File: src/rtl/adc_ctrl_pkg.sv
package adc_ctrl_pkg;
  localparam int WORD_W = 16;
  localparam int CHAN_W = 6;
  localparam int SAMP_W = 12;
  localparam int CODE_W = 4;

  // control word bit positions (software-visible layout)
  localparam int B_ERR   = 15;
  localparam int B_ERRIE = 14;
  localparam int B_CHLO  = 8;
  localparam int B_DONE  = 7;
  localparam int B_IE    = 6;
  localparam int B_CLKEN = 5;
  localparam int B_EXTEN = 4;
  localparam int B_IDEN  = 3;
  localparam int B_MAINT = 2;

  typedef struct packed {
    logic              errie;
    logic [CHAN_W-1:0] chan;
    logic              ie;
    logic              clken;
    logic              exten;
    logic              iden;
    logic              maint;
  } ctl_cfg_t;
endpackage

File: src/rtl/adc_trig_sync.sv
module adc_trig_sync #(
  parameter int STAGES = 2
) (
  input  logic clk,
  input  logic rst_n,
  input  logic din,
  output logic rise
);
  localparam int LEN = STAGES + 1;

  logic [LEN-1:0] sh_q;
  logic [LEN-1:0] sh_d;

  always_comb begin
    sh_d = {sh_q[LEN-2:0], din};
  end

  always_ff @(posedge clk or negedge rst_n) begin
    if (!rst_n) sh_q <= '0;
    else        sh_q <= sh_d;
  end

  assign rise = sh_q[STAGES-1] & ~sh_q[STAGES];
endmodule

File: src/rtl/adc_conv_seq.sv
module adc_conv_seq
  import adc_ctrl_pkg::*;
(
  input  logic              clk,
  input  logic              rst_n,
  input  logic              start_req,
  input  ctl_cfg_t          cfg_next,
  input  logic              conv_ack,
  input  logic [SAMP_W-1:0] conv_data,
  input  logic [CODE_W-1:0] conv_code,
  output logic              busy,
  output logic              capture,
  output logic              start_bad,
  output logic [CHAN_W-1:0] lat_chan,
  output logic [WORD_W-1:0] res_word
);
  localparam logic [CHAN_W-1:0] CH_ZERO = CHAN_W'(0);
  localparam logic [CHAN_W-1:0] CH_ONE  = CHAN_W'(1);

  logic              busy_q, busy_d;
  logic              maint_q, maint_d, iden_q, iden_d;
  logic [CHAN_W-1:0] chan_q, chan_d;
  logic [WORD_W-1:0] res_q, res_d;
  logic              start_ok;
  logic [SAMP_W-1:0] samp;

  assign capture   = conv_ack & busy_q;
  assign start_ok  = start_req & ~busy_q;
  assign start_bad = start_req & busy_q;

  always_comb begin
    if (maint_q && chan_q == CH_ZERO)     samp = '0;
    else if (maint_q && chan_q == CH_ONE) samp = '1;
    else                                  samp = conv_data;
  end

  always_comb begin
    busy_d  = busy_q;
    chan_d  = chan_q;
    maint_d = maint_q;
    iden_d  = iden_q;
    res_d   = res_q;
    if (start_ok) begin
      busy_d  = 1'b1;
      chan_d  = cfg_next.chan;
      maint_d = cfg_next.maint;
      iden_d  = cfg_next.iden;
    end
    if (capture) begin
      busy_d = 1'b0;
      res_d  = {(iden_q ? conv_code : CODE_W'(0)), samp};
    end
  end

  always_ff @(posedge clk or negedge rst_n) begin
    if (!rst_n) begin
      busy_q  <= 1'b0;
      chan_q  <= '0;
      maint_q <= 1'b0;
      iden_q  <= 1'b0;
      res_q   <= '0;
    end else begin
      if (start_ok || capture) busy_q <= busy_d;
      if (start_ok) begin
        chan_q  <= chan_d;
        maint_q <= maint_d;
        iden_q  <= iden_d;
      end
      if (capture) res_q <= res_d;
    end
  end

  assign busy     = busy_q;
  assign lat_chan = chan_q;
  assign res_word = res_q;
endmodule

File: src/rtl/adc_ctrl_csr.sv
module adc_ctrl_csr
  import adc_ctrl_pkg::*;
#(
  parameter int NUM_CHAN = 64
) (
  input  logic              clk,
  input  logic              rst_n,
  input  logic              bus_wr,
  input  logic              bus_rd,
  input  logic              bus_addr,
  input  logic [WORD_W-1:0] bus_wdata,
  input  logic              capture,
  input  logic              start_bad,
  input  logic              busy,
  input  logic [WORD_W-1:0] res_word,
  output ctl_cfg_t          cfg_q,
  output ctl_cfg_t          cfg_d,
  output logic              done_q,
  output logic              err_q,
  output logic              sw_go,
  output logic [WORD_W-1:0] bus_rdata
);
  localparam logic [CHAN_W:0] CH_LIMIT = (CHAN_W+1)'(NUM_CHAN);

  logic wr_ctl, rd_res, done_d, err_d, upd, nxc;
  logic unused_ro_bit;

  assign wr_ctl        = bus_wr & ~bus_addr;
  assign rd_res        = bus_rd & bus_addr;
  assign sw_go         = wr_ctl & bus_wdata[0];
  assign unused_ro_bit = bus_wdata[1];

  always_comb begin
    cfg_d  = cfg_q;
    done_d = done_q;
    err_d  = err_q;
    if (wr_ctl) begin
      cfg_d.errie = bus_wdata[B_ERRIE];
      cfg_d.chan  = bus_wdata[B_CHLO +: CHAN_W];
      cfg_d.ie    = bus_wdata[B_IE];
      cfg_d.clken = bus_wdata[B_CLKEN];
      cfg_d.exten = bus_wdata[B_EXTEN];
      cfg_d.iden  = bus_wdata[B_IDEN];
      cfg_d.maint = bus_wdata[B_MAINT];
      done_d      = bus_wdata[B_DONE];
      err_d       = bus_wdata[B_ERR];
    end
    if (rd_res) done_d = 1'b0;
    if (capture) begin
      if (done_q && !rd_res) err_d = 1'b1;
      done_d = 1'b1;
    end
    if (start_bad) err_d = 1'b1;
  end

  assign upd = wr_ctl | rd_res | capture | start_bad;

  always_ff @(posedge clk or negedge rst_n) begin
    if (!rst_n) begin
      cfg_q  <= '0;
      done_q <= 1'b0;
      err_q  <= 1'b0;
    end else if (upd) begin
      cfg_q  <= cfg_d;
      done_q <= done_d;
      err_q  <= err_d;
    end
  end

  assign nxc = {1'b0, cfg_q.chan} >= CH_LIMIT;

  always_comb begin
    if (bus_addr) bus_rdata = res_word;
    else bus_rdata = {err_q, cfg_q.errie, cfg_q.chan, done_q, cfg_q.ie,
                      cfg_q.clken, cfg_q.exten, cfg_q.iden, cfg_q.maint,
                      nxc, busy};
  end
endmodule

File: src/rtl/adc_ctrl_regs.sv
module adc_ctrl_regs
  import adc_ctrl_pkg::*;
#(
  parameter int NUM_CHAN    = 64,
  parameter int SYNC_STAGES = 2
) (
  input  logic              clk,
  input  logic              rst_n,
  input  logic              bus_wr,
  input  logic              bus_rd,
  input  logic              bus_addr,
  input  logic [WORD_W-1:0] bus_wdata,
  output logic [WORD_W-1:0] bus_rdata,
  input  logic              clk_ovf_in,
  input  logic              ext_trig_in,
  output logic              conv_req,
  output logic [CHAN_W-1:0] conv_chan,
  input  logic              conv_ack,
  input  logic [SAMP_W-1:0] conv_data,
  input  logic [CODE_W-1:0] conv_code,
  output logic              irq_done,
  output logic              irq_err
);
  localparam int N_TRIG = 2;

  ctl_cfg_t          cfg_q, cfg_d;
  logic              done_q, err_q, sw_go, busy, capture, start_bad, start_req;
  logic [WORD_W-1:0] res_word;
  logic [N_TRIG-1:0] trig_raw, trig_rise, trig_en;

  assign trig_raw = {ext_trig_in, clk_ovf_in};
  assign trig_en  = {cfg_q.exten, cfg_q.clken};

  for (genvar g = 0; g < N_TRIG; g++) begin : g_trig
    adc_trig_sync #(.STAGES(SYNC_STAGES)) u_sync (
      .clk  (clk),
      .rst_n(rst_n),
      .din  (trig_raw[g]),
      .rise (trig_rise[g])
    );
  end

  assign start_req = sw_go | |(trig_rise & trig_en);

  adc_ctrl_csr #(.NUM_CHAN(NUM_CHAN)) u_csr (
    .clk      (clk),
    .rst_n    (rst_n),
    .bus_wr   (bus_wr),
    .bus_rd   (bus_rd),
    .bus_addr (bus_addr),
    .bus_wdata(bus_wdata),
    .capture  (capture),
    .start_bad(start_bad),
    .busy     (busy),
    .res_word (res_word),
    .cfg_q    (cfg_q),
    .cfg_d    (cfg_d),
    .done_q   (done_q),
    .err_q    (err_q),
    .sw_go    (sw_go),
    .bus_rdata(bus_rdata)
  );

  adc_conv_seq u_seq (
    .clk      (clk),
    .rst_n    (rst_n),
    .start_req(start_req),
    .cfg_next (cfg_d),
    .conv_ack (conv_ack),
    .conv_data(conv_data),
    .conv_code(conv_code),
    .busy     (busy),
    .capture  (capture),
    .start_bad(start_bad),
    .lat_chan (conv_chan),
    .res_word (res_word)
  );

  assign conv_req = busy;
  assign irq_done = done_q & cfg_q.ie;
  assign irq_err  = err_q & cfg_q.errie;
endmodule

File: config.mk
export PLATFORM = sky130hd
export DESIGN_NAME = adc_ctrl_regs
export DESIGN_NICKNAME = d
export VERILOG_FILES = /design/src/rtl/adc_ctrl_pkg.sv /design/src/rtl/adc_trig_sync.sv /design/src/rtl/adc_conv_seq.sv /design/src/rtl/adc_ctrl_csr.sv /design/src/rtl/adc_ctrl_regs.sv
export SDC_FILE = /design/constraint.sdc
export NUM_CORES = 1
export LEC_CHECK = 0
export ABC_AREA = 1
export BUFFER_PORTS_ARGS = -buffer_cell sky130_fd_sc_hd__buf_2
export CAP_MARGIN = 10
export CORE_AREA = 2 2 77 79
export CTS_BUF_LIST = sky130_fd_sc_hd__clkbuf_4 sky130_fd_sc_hd__clkbuf_8 sky130_fd_sc_hd__clkbuf_16
export DETAILED_ROUTE_END_ITERATION = 6
export DIE_AREA = 0 0 79 81
export PLACE_DENSITY = 0.72
export SKIP_LAST_GASP = 1
export SYNTH_ARGS = -nofsm -noshare
export SYNTH_HDL_FRONTEND = slang
export SYNTH_SLANG_ARGS = --single-unit
File: constraint.sdc
create_clock -name clk -period 1.4 [get_ports clk]
set_input_delay 0.35 -clock clk [delete_from_list [all_inputs] [get_ports clk]]
set_output_delay 0.35 -clock clk [all_outputs]
set_load 0.05 [all_outputs]
==> results of run 1 <==
-- registers in the layout, indices dropped and copies added, names as in the netlist --
signal,cells
u_seq.busy,1
u_seq.iden_q,1
u_csr.done_q,1
u_seq.lat_chan,6
u_csr.err_q,1
u_csr.cfg_q,12
u_seq.maint_q,1
u_seq.res_word,16
g_trig.u_sync.sh_q,6
-- cells in the final DEF, fill, tap and decap left out, types with 4 or more instances in the layout --
master,n
buf_6,16
nand2_2,21
buf_12,5
buf_4,16
clkbuf_8,5
inv_1,20
nand2_1,127
dfrtp_1,44
nor2_1,4
buf_2,44
o21ai_0,6
nand3_1,24
-- area by class of cell --
| cell class | count | area (µm²) | share of cell area, % |
|---|---|---|---|
| clock buffers | 5 | 68.82 | 2.364 |
| clock inverters | 3 | 46.29 | 1.590 |
| inverters | 23 | 95.09 | 3.266 |
| multi-input cells | 190 | 852.1 | 29.27 |
| flip-flops and latches | 45 | 1127 | 38.72 |
| well taps | 75 | 93.84 | 3.223 |
| repair buffers | 82 | 628.1 | 21.57 |
-- timing repair --
| item | in CTS | in global routing |
|---|---|---|
| pin swaps | 0 | 3 |
| setup endpoints to repair | 17 | 18 |
| cloned | 0 | 0 |
| hold buffers | 0 | 0 |
| buffers inserted | 4 | 1 |
| resized for setup | 21 | 18 |
-- critical path, stage by stage (launching register included) --
cell and delay [ns]:
dfrtp_2 0.38, inv_1 0.08, o21ai_4 0.14, buf_6 0.17
-- kinds of logic (layout without fill, tap and decap cells) --
kind of cell	count (synthesis)	after routing	share of synthesized area (%)
AOI/OAI and AO/OA	10	10	2.465
buffers and inverters	34	113	7.096
DFF	45	45	54.12
and+or+nand+nor	180	180	36.32
-- layer usage --
metal,global-route usage [%],up-vias
met1,24.04,882
met4,7.069,0
met3,4.111,8
met2,28.73,62
li1,-,976
met5,0,-
-- report_power, final --
| group | leakage [nW] | switching [mW] | internal, mW |
|---|---|---|---|
| Sequential | 0.558 | 0.212 | 1.64 |
| Clock | 0.0543 | 0.454 | 0.534 |
| Combinational | 1.04 | 1.36 | 0.704 |
-- through the flow --
step                      area, µm²  setup TNS [ns]  total power [mW]  std cells  hold slack, ns
after floorplan                2126         -0.1337             3.189        269         0.05441
after global placement         2644         -0.2021             3.673        410          0.3364
after detailed placement       2644         -0.2300             3.714        410          0.3347
after CTS                      2845       -0.001869             4.850        422         0.01607
after global routing           2912         -0.1505             5.207        423         0.01874
final                          2912        -0.01088             4.907        423         0.01136
-- worst paths after layout --
check / end / from
setup / recovery: bus_rdata[0] / u_seq.busy$_DFFE_PN0P_
hold / removal: u_csr.cfg_q[5]$_DFFE_PN0P_ / rst_n
setup reg to reg: u_csr.done_q$_DFFE_PN0P_ / u_seq.busy$_DFFE_PN0P_
hold reg to reg: g_trig[0].u_sync.sh_q[1]$_DFF_PN0_ / g_trig[0].u_sync.sh_q[0]$_DFF_PN0_
max in group asynchronous: u_seq.busy$_DFFE_PN0P_ / rst_n
min in group clk: g_trig[0].u_sync.sh_q[0]$_DFF_PN0_ / clk_ovf_in
==> flow_summary.json, run 1 <==
{
  "wl_met3_um": 242,
  "finalWirelength_um": 5255,
  "maxCapViolations": 0,
  "cp_data_required_time_ns": 1.05,
  "synthArstFlopShare_pct": 100.0,
  "path_clk_slew_ns": 0.09,
  "dp_hpwl_um": 3765,
  "netlist_area_mm2": 0.002081,
  "violations": "setup timing",
  "grt_pass1_wl_um": 8901,
  "gr-total-overflow": 0,
  "critPathCaptureType": "output pin",
  "drive_gt1_share_pct": 34.20,
  "syn_inst": 269,
  "reg2reg_depth": 5,
  "wl_met1_um": 2401,
  "fp.dieH_um": 81,
  "avgSynthCellArea_um2": 7.735,
  "wl_per_cell_um": 12.42,
  "synth_top_flop_cell": "dfrtp_1",
  "synth.most_common_cell": "nand2_1",
  "met2_wirelength_um": 2502,
  "post-route-util_pct": 51.30,
  "drtIter0Drc": 103,
  "drtAntennaViolNets": 0,
  "core_area_mm2": 0.005675,
  "fin_worst_skew_ns": 0.01305,
  "gp_congestion": 0.7449,
  "drc": 0,
  "dieWidth_um": 79,
  "synth_edf_count": 0,
  "r2r_slack_ns": 0.13,
  "finalCritPeriodShare_pct": 100.8,
  "io_buffers": 63,
  "fp.dieArea_mm2": 0.006399,
  "startpoint_type": "register",
  "cp.arrival_ns": 1.06,
  "synthTopCellsByCount": "nand2_1 (139), dfrtp_1 (45), nand3_1 (24), inv_1 (21), nand2_2 (9)",
  "status": "complete, but fails checks",
  "n_fill_cell": 564,
  "track_usage_pct": 18.04,
  "clockRootBuffer": "clkbuf_8",
  "top_layer": "met4",
  "rsz0062_at_grt": "true",
  "cts_sinks": 45,
  "fin_ws_ns": -0.01088,
  "worstMarginPinSlew_ns": 0.4089,
  "power.leakage_nw": 1.653,
  "timing_hold_violations_final": 0,
  "min_path_type": "in2async",
  "grt_max_degree": 46,
  "yosysTopAreaCell": "dfrtp_1",
  "grt_pass1_vias": 1937,
  "max_freq_mhz": 708.8,
  "dr.pass1.iters": 4,
  "crit_fanout": 3,
  "slew_violations": 0,
  "diodes": 0,
  "clkLatencyLatePin_ns": 0.30,
  "worstSetupPathType": "reg2out",
  "start_util_pct": 36.66,
  "antenna_found_initial": 0,
  "ys_types": 19,
  "vias_per_cell": 4.558,
  "synth_fp_nets": 309,
  "setup-violations-final": 1,
  "cts_buffer_depth": 2,
  "cts_tree": "yes",
  "synth_area_leaders": "dfrtp_1 (54%), nand2_1 (25%), nand3_1 (5.8%)",
  "ys.warnings.count": 0,
  "peakVddDrop_uv": 632.7,
  "htree_levels": 2,
  "ys_seq_area_share_pct": 54.12,
  "period_needed_ns": 1.411,
  "syn_to_final_growth_pct": 39.93,
  "vias": 1928,
  "pre_cts_ws_ns": -0.02713,
  "synth_top_area_share_pct": 54.12,
  "nets": 387,
  "cts_buffers": 5,
  "powerDensity_mw_per_mm2": 1685,
  "slew_headroom_pct": 72.71,
  "io_pins": 65,
  "rows": 28,
  "ys_ff_latch": 45
}
No activity file was read; power rests on OpenSTA's default activity.
==> inputs of run 2 (changes only) <==
- CORE_AREA: 2 2 77 79 -> 2 2 76 78
- DIE_AREA: 0 0 79 81 -> 0 0 78 80
- HOLD_SLACK_MARGIN: not set -> 0.12
- PLACE_DENSITY: 0.72 -> 0.73
==> run 2 against run 1 <==
Against the previous run: the run still ends with setup timing left; wire length is 2.2% lower; sequential share of layout area is 0.15 points higher; register-to-register slack better by 0.05 ns; core utilization is 2.4 points higher; flip-flop and latch count stayed put; final cell count is 0.24% higher; clock skew is 0.0053 ns lower; sequential power hardly changed; total power is 0.93% lower; non-clock buffer count is 5 higher.
==> flow_summary.json, run 2 (same netlist as run 1, synthesis figures left out) <==
{
  "status": "complete, but fails checks",
  "violations": "setup timing",
  "p_comb_share_pct": 42.2,
  "vias": 1928,
  "cp_slowest_cell": "dfrtp_2",
  "core_area_mm2": 0.005405,
  "netSwitchingFraction_pct": 41.13,
  "seqPwrFrac_pct": 38.3,
  "min_path_type": "in2reg",
  "worstMarginPinSlew_ns": 0.3829,
  "cts_tree": "yes",
  "finalCritPeriodShare_pct": 101.8,
  "cp.arrival_ns": 1.08,
  "startpoint_type": "register",
  "dp_hpwl_um": 3717,
  "tns_ns": -0.03418,
  "crit_buf_inv": 2,
  "max_stage_delay_ns": 0.43,
  "clkLatencyLatePin_ns": 0.30,
  "rows": 27,
  "io_buffers": 63,
  "fp.dieH_um": 80,
  "fin_worst_skew_ns": 0.007791,
  "io_pins": 65,
  "cts_sinks": 45,
  "cts_buffers": 5,
  "dr.pass1.iters": 4,
  "slew_headroom_pct": 74.44,
  "maxCapViolations": 0,
  "layout.cells.non_filler": 424,
  "gr-total-overflow": 0,
  "peakVddDrop_uv": 798.2,
  "finalWirelength_um": 5138,
  "wl_per_cell_um": 12.12,
  "largest_reg_flops": 16,
  "drive_gt1_share_pct": 35.51,
  "fp.dieArea_mm2": 0.006240,
  "power.leakage_nw": 1.658,
  "critPathCaptureType": "output pin",
  "syn_to_final_growth_pct": 39.39,
  "grt_pass1_vias": 1888,
  "drc": 0,
  "p_clk_share_pct": 19.5,
  "nets": 392,
  "finalPower_mw": 4.861,
  "pre_cts_ws_ns": -0.06014,
  "vias_per_cell": 4.547,
  "final_common_cell": "nand2_1",
  "htree_levels": 2,
  "crit_fanout": 4,
  "layout_common_cells": "nand2_1 (126), dfrtp_1 (44), buf_2 (44)",
  "worstSetupPathType": "reg2out",
  "grt_pass1_wl_um": 8783,
  "gp_congestion": 0.7799,
  "slew_violations": 0,
  "antenna_found_initial": 0,
  "rsz0062_at_grt": "true",
  "cts_buffer_depth": 2,
  "powerDensity_mw_per_mm2": 1676,
  "cp_data_required_time_ns": 1.05,
  "diodes": 0,
  "p_int_mw": 2.862,
  "drtAntennaViolNets": 0,
  "p_sw_mw": 1.999,
  "max_freq_mhz": 701.7,
  "drtIter0Drc": 115,
  "clockRootBuffer": "clkbuf_8",
  "track_usage_pct": 18.07,
  "path_clk_slew_ns": 0.08,
  "start_util_pct": 38.50,
  "cp_cell_sequence": "buf_4, buf_2",
  "timing_hold_violations_final": 0,
  "period_needed_ns": 1.425,
  "dieWidth_um": 78,
  "dp_cells": 413,
  "fin_ws_ns": -0.02514,
  "grt_max_degree": 46,
  "setup-violations-final": 3,
  "critPathTopFamily": "flip-flops",
  "n_fill_cell": 517
}
==> run 2: changes by cell type in the layout (fill, tap and decap cells not counted), sizes merged <==
cell         change
clkinvlp         -1
buf              +4
dlygate4sd3      +1
==> run 2: layer usage <==
layer	GRT usage [%]	up-vias	part of all wire, %
met2	28.62	56	47
li1	-	988	-
met5	0	-	0
met4	7.368	0	1.7
met3	3.959	5	5.0
met1	24.08	879	46
==> run 2: timing repair <==
item	4_1_cts	5_1_grt
hold buffers	1	0
resized for setup	21	25
setup endpoints to repair	16	18
hold endpoints to repair	45	0
pin swaps	0	4
setup buffers	0	3
cloned	0	0
==> run 2: final timing paths <==
kind / slack [ns] / start / to / cells after the start
worst max register to register: 0.18 / u_seq.busy$_DFFE_PN0P_ / u_csr.done_q$_DFFE_PN0P_ / 4
worst min register to register: 0.36 / g_trig[1].u_sync.sh_q[0]$_DFF_PN0_ / g_trig[1].u_sync.sh_q[1]$_DFF_PN0_ / 0
min in group asynchronous: 0.55 / rst_n / u_seq.res_word[6]$_DFFE_PN0P_ / 3
worst min-delay path: 0.15 / clk_ovf_in / g_trig[0].u_sync.sh_q[0]$_DFF_PN0_ / 1
worst max-delay path: -0.03 / u_seq.busy$_DFFE_PN0P_ / conv_req / 2
max in group asynchronous: 0.63 / rst_n / g_trig[1].u_sync.sh_q[1]$_DFF_PN0_ / 3
==> run 2: layout make-up <==
class	instances	area [µm²]	share of cell area, %
Multi-Input combinational cell	190	854.6	29.47
Inverter	23	95.09	3.279
Tap cell	72	90.09	3.106
Sequential cell	45	1127	38.87
Clock buffer	5	68.82	2.373
Clock inverter	2	35.03	1.208
Timing Repair Buffer	87	629.4	21.70
==> run 2: power groups by stage <==
stage	logic, mW	clock network [mW]	registers [mW]
floorplan	1.13	0	2.06
global placement	1.80	0	1.86
detailed placement	1.83	0	1.87
CTS	1.94	0.970	1.85
global route	2.23	1.03	1.90
finish	2.05	0.949	1.86
==> run 2: worst register-to-register path: stages, from the launching register on <==
cell	delay, ns
dfrtp_2	0.43
nand2_1	0.15
inv_1	0.22
a31oi_1	0.19
o21ai_0	0.10
==> run 2: stage by stage <==
stage / instance area (µm²) / utilization [%] / hold WS, ns
after floorplan: 2126 / - / 0.05441
after detailed placement: 2635 / 48.75 / 0.3472
after CTS: 2806 / 51.92 / 0.1471
final: 2900 / 53.66 / 0.1538
after global routing: 2900 / 53.66 / 0.1377
after global placement: 2635 / 48.75 / 0.3352
==> inputs of run 3 (changes only) <==
- CORE_AREA: 2 2 76 78 -> 2 2 69 71
- DIE_AREA: 0 0 78 80 -> 0 0 71 73
- PLACE_DENSITY: 0.73 -> 0.84
==> run 3 against run 2 <==
Against the previous run: the run still ends with setup timing left; flip-flop and latch count unchanged; combinational power up 2%; first-iteration DRC count down 5.2%; register-to-register slack got worse by 0.07 ns; design area decreased by 0.99%; wire length about the same; clock power down 13%; clock-buffer cell count up 2; critical path depth is 1 higher; final cell count shrank 3.5%; non-clock buffer count rose by 2; sequential power about the same; critical path type unchanged; critical endpoint is now bus_rdata[0].
==> flow_summary.json, run 3 (same netlist as run 1, synthesis figures left out) <==
{
  "status": "complete, but fails checks",
  "violations": "setup timing",
  "cp_slowest_cell": "dfrtp_2",
  "rsz0062_at_grt": "true",
  "setup-violations-final": 3,
  "wl_per_cell_um": 12.55,
  "whs_ns": 0.1558,
  "timing_hold_violations_final": 0,
  "critPathCaptureType": "output pin",
  "cp_cell_sequence": "inv_1, o21ai_4, buf_6",
  "min_to": "g_trig[1].u_sync.sh_q[0]$_DFF_PN0_",
  "gr-total-overflow": 0,
  "cp.arrival_ns": 1.09,
  "vias": 1961,
  "dp_cells": 392,
  "worstSetupPathType": "reg2out",
  "r2r_slack_ns": 0.11,
  "min_path_type": "in2reg",
  "largest_reg_flops": 16,
  "peakVddDrop_uv": 799.1,
  "reg2reg_depth": 5,
  "layout_common_cells": "nand2_1 (128), dfrtp_1 (44), buf_2 (44)",
  "seq_area_mm2": 0.001127,
  "cts_buffers": 5,
  "startpoint_type": "register",
  "clockRootBuffer": "clkbuf_8",
  "htree_levels": 2,
  "fin_worst_skew_ns": 0.007166,
  "fp.dieH_um": 73,
  "slew_violations": 0,
  "reg2reg_from": "u_seq.busy$_DFFE_PN0P_",
  "dr.pass1.iters": 4,
  "cp-startpoint": "u_seq.busy$_DFFE_PN0P_",
  "worstMarginPinSlew_ns": 0.3762,
  "dp_hpwl_um": 3699,
  "crit_buf_inv": 2,
  "io_pins": 65,
  "cts_buffer_depth": 2,
  "vias_per_cell": 4.795,
  "maxCapViolations": 0,
  "dieWidth_um": 71,
  "fp.dieArea_mm2": 0.005183,
  "power.leakage_nw": 1.663,
  "drtAntennaViolNets": 0,
  "grt_pass1_vias": 1907,
  "nets": 394,
  "io_buffers": 63,
  "clkLatencyLatePin_ns": 0.30,
  "max_stage_delay_ns": 0.39,
  "multiInputGateArea_um2": 854.6,
  "grt_max_degree": 46,
  "final_common_cell": "nand2_1",
  "layout.cells.non_filler": 409,
  "cts_sinks": 45,
  "finalCritPeriodShare_pct": 102.8,
  "post-route-util_pct": 63.31,
  "finalPower_mw": 4.775,
  "slew_headroom_pct": 74.89,
  "drive_gt1_share_pct": 35.49,
  "pre_cts_ws_ns": -0.05694,
  "finalWirelength_um": 5133,
  "max_freq_mhz": 695.0,
  "antenna_found_initial": 0,
  "drc": 0,
  "start_util_pct": 45.88,
  "gp_congestion": 0.8033,
  "path_clk_slew_ns": 0.08,
  "period_needed_ns": 1.439,
  "r2r_end": "u_csr.done_q$_DFFE_PN0P_",
  "track_usage_pct": 20.94,
  "core_area_mm2": 0.004536,
  "cp_data_required_time_ns": 1.05,
  "min_from": "ext_trig_in",
  "n_fill_cell": 372,
  "diodes": 0,
  "grt_pass1_wl_um": 8445,
  "rows": 25,
  "crit_fanout": 3,
  "syn_to_final_growth_pct": 38.00,
  "drtIter0Drc": 109,
  "whs_path_depth": 1,
  "critPathTopFamily": "flip-flops",
  "fin_ws_ns": -0.03882,
  "powerDensity_mw_per_mm2": 1663,
  "cts_tree": "yes"
}
[run 3: cell count changes in the layout (fill, tap and decap cells not counted), sizes merged]
| cell | previous run | this run |
|---|---|---|
| clkbuf | 6 | 7 |
| clkinvlp | 1 | 2 |
| clkinv | 1 | 0 |
| bufinv | 1 | 0 |
| buf | 85 | 88 |
[run 3: how the worst max path moves through the flow]
stage,to,cells after the start
2_1_floorplan,bus_rdata[0],3
3_3_place_gp,bus_rdata[7],5
3_5_place_dp,bus_rdata[4],6
4_1_cts,bus_rdata[0],3
6_report,bus_rdata[0],3
5_1_grt,bus_rdata[7],3
[run 3: per-layer routing]
layer	global-route usage, %	routed length [µm]	vias to the layer above
li1	-	-	984
met1	27.26	2259	904
met2	35.41	2537	66
met3	2.901	268	7
met4	8.805	68	0
met5	0	0	-
[run 3: layout make-up]
class	instances	area share [%]
timing repair buffer	89	22.22
sequential	45	39.26
clock buffer	7	2.919
multi-input combinational	190	29.76
tap	54	2.353
clock inverter	1	0.2614
inverter	23	3.224
[run 3: per-stage QoR]
step / TNS, ns / instance area, µm²
2_1_floorplan: -0.1337 / 2126
3_3_place_gp: -0.4228 / 2603
3_5_place_dp: -0.5715 / 2603
4_1_cts: -0.1041 / 2775
5_1_grt: -0.1799 / 2872
6_report: -0.08378 / 2872
[run 3: report_power, final]
part,switching (mW),total (mW),internal (mW)
combinational,1.37,2.09,0.721
sequential,0.220,1.86,1.64
clock,0.430,0.822,0.392
total,2.02,4.77,2.75
[run 3: timing repair]
item | in CTS | in global routing
hold buffers | 1 | 0
endpoints found under the setup margin | 17 | 28
buffers inserted | 1 | 7
gates resized for setup | 24 | 14
hold endpoints to repair | 45 | 0
pin swaps | 1 | 6
[run 3: worst register-to-register path: cells and delay by family (launching register included)]
kind / cells / cell delay, ns
buffers and inverters: 2 / 0.34
AO/OA/AOI/OAI: 2 / 0.29
AND/OR/NAND/NOR: 1 / 0.11
flip-flops: 1 / 0.43
